--- config.mk ---
export PLATFORM = sky130hd
export DESIGN_NAME = spi_flag_ctrl
export DESIGN_NICKNAME = d
export VERILOG_FILES = /design/src/rtl/spi_flag_pkg.sv /design/src/rtl/spi_sticky_flag.sv /design/src/rtl/spi_clear_arm.sv /design/src/rtl/spi_data_hold.sv /design/src/rtl/spi_nss_drive.sv /design/src/rtl/spi_flag_ctrl.sv
export SDC_FILE = /design/constraint.sdc
export NUM_CORES = 1
export LEC_CHECK = 0
export ABC_AREA = 1
export BUFFER_PORTS_ARGS = -buffer_cell sky130_fd_sc_hd__clkbuf_2
export CORE_MARGIN = 2
export CORE_UTILIZATION = 34
export DETAILED_ROUTE_END_ITERATION = 10
export GPL_ROUTABILITY_DRIVEN = 0
export GPL_TIMING_DRIVEN = 0
export PLACE_DENSITY = 0.71
export SLEW_MARGIN = 40
export SYNTH_ARGS = -nofsm -noshare
export SYNTH_HDL_FRONTEND = slang
export SYNTH_SLANG_ARGS = --single-unit
--- constraint.sdc ---
create_clock -name clk -period 0.8 [get_ports clk]
set_input_delay 0.12 -clock clk [delete_from_list [all_inputs] [get_ports clk]]
set_output_delay 0.12 -clock clk [all_outputs]
set_load 0.02 [all_outputs]
--- src/rtl/spi_flag_pkg.sv ---
package spi_flag_pkg;
  localparam int STAT_W    = 8;
  localparam int DONE_BIT  = 7;
  localparam int WCOL_BIT  = 6;
  localparam int NSSEN_BIT = 0;

  localparam int NUM_FLAGS = 2;
  localparam int FLAG_DONE = 0;
  localparam int FLAG_WCOL = 1;

  localparam logic NSS_IDLE = 1'b1;
endpackage

--- src/rtl/spi_sticky_flag.sv ---
module spi_sticky_flag (
  input  logic clk,
  input  logic rst_n,
  input  logic set_i,
  input  logic clr_i,
  output logic flag_o
);
  logic flag_q;

  // set has priority over clear
  always_ff @(posedge clk) begin
    if (!rst_n)     flag_q <= 1'b0;
    else if (set_i) flag_q <= 1'b1;
    else if (clr_i) flag_q <= 1'b0;
  end

  assign flag_o = flag_q;
endmodule

--- src/rtl/spi_clear_arm.sv ---
module spi_clear_arm #(
  parameter int N = 2
) (
  input  logic         clk,
  input  logic         rst_n,
  input  logic         stat_rd_i,
  input  logic         data_acc_i,
  input  logic [N-1:0] flags_i,
  output logic [N-1:0] clr_o
);
  logic         arm_q;
  logic [N-1:0] snap_q;

  always_ff @(posedge clk) begin
    if (!rst_n) begin
      arm_q  <= 1'b0;
      snap_q <= '0;
    end else if (stat_rd_i) begin
      arm_q  <= |flags_i;
      snap_q <= flags_i;
    end else if (data_acc_i) begin
      arm_q  <= 1'b0;
      snap_q <= '0;
    end
  end

  assign clr_o = (arm_q && data_acc_i) ? snap_q : '0;
endmodule

--- src/rtl/spi_data_hold.sv ---
module spi_data_hold #(
  parameter int DATA_W = 8
) (
  input  logic              clk,
  input  logic              rst_n,
  input  logic              wr_i,
  input  logic              busy_i,
  input  logic [DATA_W-1:0] wdata_i,
  output logic [DATA_W-1:0] data_o,
  output logic              load_o
);
  logic [DATA_W-1:0] data_q;
  logic              load_q;
  logic              take;

  assign take = wr_i && !busy_i;

  always_ff @(posedge clk) begin
    if (!rst_n) begin
      data_q <= '0;
      load_q <= 1'b0;
    end else begin
      load_q <= take;
      if (take) data_q <= wdata_i;
    end
  end

  assign data_o = data_q;
  assign load_o = load_q;
endmodule

--- src/rtl/spi_nss_drive.sv ---
module spi_nss_drive import spi_flag_pkg::*; (
  input  logic clk,
  input  logic rst_n,
  input  logic en_i,
  input  logic busy_i,
  input  logic sw_sel_i,
  output logic nss_o
);
  logic nss_d;
  logic nss_q;

  always_comb begin
    if (en_i && !busy_i) nss_d = NSS_IDLE;
    else                 nss_d = sw_sel_i;
  end

  always_ff @(posedge clk) begin
    if (!rst_n) nss_q <= NSS_IDLE;
    else        nss_q <= nss_d;
  end

  assign nss_o = nss_q;
endmodule

--- src/rtl/spi_flag_ctrl.sv ---
module spi_flag_ctrl import spi_flag_pkg::*; #(
  parameter int DATA_W = 8
) (
  input  logic              clk,
  input  logic              rst_n,
  input  logic              xfer_done_i,
  input  logic              xfer_busy_i,
  input  logic              sw_sel_i,
  input  logic              stat_rd_i,
  input  logic              stat_wr_i,
  input  logic [STAT_W-1:0] stat_wdata_i,
  output logic [STAT_W-1:0] stat_rdata_o,
  input  logic              data_rd_i,
  input  logic              data_wr_i,
  input  logic [DATA_W-1:0] data_wdata_i,
  output logic [DATA_W-1:0] data_rdata_o,
  output logic              tx_load_o,
  output logic [DATA_W-1:0] tx_byte_o,
  output logic              done_flag_o,
  output logic              wcol_flag_o,
  output logic              irq_o,
  output logic              nss_o
);
  logic [NUM_FLAGS-1:0] flag_set;
  logic [NUM_FLAGS-1:0] flag_clr;
  logic [NUM_FLAGS-1:0] flag_q;
  logic                 data_acc;
  logic                 nss_en_q;
  logic                 stat_wdata_unused;
  logic [DATA_W-1:0]    data_q;

  assign stat_wdata_unused = ^stat_wdata_i[STAT_W-1:1];

  assign data_acc            = data_rd_i || data_wr_i;
  assign flag_set[FLAG_DONE] = xfer_done_i;
  assign flag_set[FLAG_WCOL] = data_wr_i && xfer_busy_i;

  genvar g;
  generate
    for (g = 0; g < NUM_FLAGS; g++) begin : g_flag
      spi_sticky_flag u_flag (
        .clk    (clk),
        .rst_n  (rst_n),
        .set_i  (flag_set[g]),
        .clr_i  (flag_clr[g]),
        .flag_o (flag_q[g])
      );
    end
  endgenerate

  spi_clear_arm #(.N(NUM_FLAGS)) u_arm (
    .clk        (clk),
    .rst_n      (rst_n),
    .stat_rd_i  (stat_rd_i),
    .data_acc_i (data_acc),
    .flags_i    (flag_q),
    .clr_o      (flag_clr)
  );

  spi_data_hold #(.DATA_W(DATA_W)) u_data (
    .clk     (clk),
    .rst_n   (rst_n),
    .wr_i    (data_wr_i),
    .busy_i  (xfer_busy_i),
    .wdata_i (data_wdata_i),
    .data_o  (data_q),
    .load_o  (tx_load_o)
  );

  always_ff @(posedge clk) begin
    if (!rst_n)         nss_en_q <= 1'b0;
    else if (stat_wr_i) nss_en_q <= stat_wdata_i[NSSEN_BIT];
  end

  spi_nss_drive u_nss (
    .clk      (clk),
    .rst_n    (rst_n),
    .en_i     (nss_en_q),
    .busy_i   (xfer_busy_i),
    .sw_sel_i (sw_sel_i),
    .nss_o    (nss_o)
  );

  always_comb begin
    stat_rdata_o            = '0;
    stat_rdata_o[DONE_BIT]  = flag_q[FLAG_DONE];
    stat_rdata_o[WCOL_BIT]  = flag_q[FLAG_WCOL];
    stat_rdata_o[NSSEN_BIT] = nss_en_q;
  end

  assign data_rdata_o = data_q;
  assign tx_byte_o    = data_q;
  assign done_flag_o  = flag_q[FLAG_DONE];
  assign wcol_flag_o  = flag_q[FLAG_WCOL];
  assign irq_o        = |flag_q;
endmodule

==> qor.txt <==
DP Wirelength: 1060 um
Rows: 16
Initial core utilization: 0.356
Total GRT Usage: 0.156
MaxCap Viol Count: 0
Post-synthesis mux area share: 0
Hold Crit Class: in2reg
Io pins: 54
Compound-cell area share of the yosys netlist: 0.116
Post-Synth Adder-Cell Area: 0
Number of diodes: 0
XOR/XNOR Fraction of Synth Area: 0
Period utilisation layout: 1.40
Worst vdd ir: 1040 uV
Max frequency: 896 MHz
Clock tree root buffer cell: clkbuf_4
Cell variety after synth: 15
Worst setup SP type: flop
Vias in the first global route: 704
Routing usage on met2: 0.282
Routing usage on met1: 0.161
Die height: 49.1 um
Mean Syn Cell Area: 7.77 sq um
Inst Count DP: 161
Slowest CP cell: dfxtp_2
Final Util: 0.681
GR met3 Demand/Resource: 0.0521
GRT overflow: 0
Register bit total from synthesis: 16
Nets@finish: 169
CP max FO: 3
Via count: 710
Commonest cells after routing, fill and taps aside: buf_8, nor2_1, clkbuf_2, buf_4, buf_6
# H-tree levels: 1
Critical Path Sink Type: output pin
Synth top area share: 0.463
Arrival time worst endpoint: 1.00 ns
CTS Hold Bufs: 0
Die area: 2410 sq um
Crit-path cells: or2_4, buf_8
Inserted Clock Buffers: 3
Most crowded layer after global routing: met2
Failing checks: negative setup slack
Final Critical Period: 1.12 ns
WL per Instance: 10.3 um
Worst setup path class: reg2out
Leading cell type in the layout, fill and taps excluded: buf_8
Final Hold Fails: 0
PnR worst setup slack: -0.316 ns
Seq/Total Area, Yosys: 0.463
Initial antenna violation count: 0
Worst-path clk slew: 0.09 ns
CTS Buffer Depth: 2
Post-Synth Simple-Gate Area: 0.204
CP max stage delay: 0.34 ns
Fillcell total: 154
Core Region: 1940 sq um
Fin. max-slew vios: 0
First-pass GRT wire length: 2920 um
Layout cell share with drive strength beyond 1: 0.613
IO Port Bufs: 41
Final wirelength: 1740 um
Post-Synthesis Cells: 89
Leakage power: 0.000650 uW
Area Growth Syn to Fin: 91.1%
Synth top area cells: dfxtp_1, buf_4, nor2_1
WP data required: 0.68 ns
Vias/cell: 4.20
Area leader, netlist: dfxtp_1
CTS tree: done
# setup viols final: 25
Clk_skew: 0.00610 ns
P per Cell Area: 1460 nW/um^2
Status: finished with violations
RSZ-0062 raised after global routing: yes
DR pass1 iterations: 4
DRC violations left: 0
Main combinational cell family by area after synthesis: buffers and inverters
DRT iter0 DRCs: 6
Clock latency at the later pin of the worst-skew pair: 0.28 ns
Mapped cell area: 692 sq um
Yosys warns: 0
Final Non-Filler Cells: 169
Chip Width: 49.1 um
Clock Sinks: 16
Largest net degree at the start of global routing: 11
Post-DRT Antenna Nets: 0
power by group:
group,total [uW],internal (uW),switching [uW]
Clock,407,174,233
Combinational,633,363,269
Sequential,895,843,52.6
metrics by stage:
step | setup TNS [ns] | setup WS [ns] | total power, uW | area, sq um | hold slack (ns)
after floorplan | -0.0646 | -0.0646 | 1170 | 712 | 0.206
after global placement | -0.505 | -0.0658 | 1300 | 951 | 0.312
after detailed placement | -0.448 | -0.0601 | 1310 | 951 | 0.318
after CTS | -4.23 | -0.334 | 1910 | 1270 | 0.00520
after global routing | -4.55 | -0.350 | 2020 | 1320 | 0.00702
final | -3.79 | -0.316 | 1930 | 1320 | 0.0141
flip-flops by register name, indices dropped and copies added (netlist names):
register and cells:
u_arm.arm_q 1, u_arm.snap_q 2, u_nss.nss_o 1, u_data.load_o 1
g_flag.u_flag.flag_o 2, nss_en_q 1, u_data.data_o 8
cells in the mapped netlist:
master	number
nor2_1	18
buf_4	16
dfxtp_1	16
nand2_1	9
o21ai_0	9
a21oi_1	6
inv_1	4
inv_2	3
nand3_1	2
conb_1	1
nand2_2	1
nor2_2	1
nor2_4	1
o21ai_1	1
or2_2	1
logic make-up after synthesis:
| family | Yosys count |
|---|---|
| simple gates | 33 |
| buf+inv | 23 |
| compound gates | 16 |
| flops | 16 |
| other cells | 1 |
final cells by class:
| type | count | area (sq um) | area share |
|---|---|---|---|
| tap | 27 | 33.8 | 0.0255 |
| buffer | 15 | 146 | 0.111 |
| inverter | 7 | 26.3 | 0.0199 |
| clock buffer | 3 | 22.5 | 0.0170 |
| multi-input combinational | 54 | 248 | 0.187 |
| timing repair buffer | 47 | 492 | 0.372 |
| sequential | 16 | 354 | 0.268 |
repair_timing:
| action | 4_1_cts | 5_1_grt |
|---|---|---|
| endpoints found under the setup margin | 25 | 27 |
| resized for setup | 64 | 32 |
| pin swaps | 0 | 1 |
| setup buffers | 6 | 1 |
worst paths after layout:
| path | from | end | slack (ns) | depth (start not counted) |
|---|---|---|---|---|
| worst min register to register | u_arm.snap_q[0]$_SDFFE_PN0P_ | u_arm.snap_q[0]$_SDFFE_PN0P_ | 0.47 | 2 |
| worst min-delay path | stat_wr_i | nss_en_q$_SDFFE_PN0P_ | 0.01 | 2 |
| worst max-delay path | g_flag[1].u_flag.flag_o$_SDFFE_PN0P_ | irq_o | -0.32 | 2 |
| worst max register to register | g_flag[1].u_flag.flag_o$_SDFFE_PN0P_ | u_arm.arm_q$_SDFFE_PN0P_ | -0.13 | 4 |
worst max-delay path: cells and delay by family (launching register included):
| kind | cells | cell delay, ns |
|---|---|---|
| flops | 1 | 0.34 |
| simple gates | 1 | 0.25 |
| buf+inv | 1 | 0.13 |
per-layer routing:
layer  vias to the layer above  part of all wire
met4                         0            0.0052
met5                         -                 0
met2                        30              0.51
met3                         2             0.078
met1                       315              0.41
li1                        363                 -
Power figures use the tool's default switching activity.
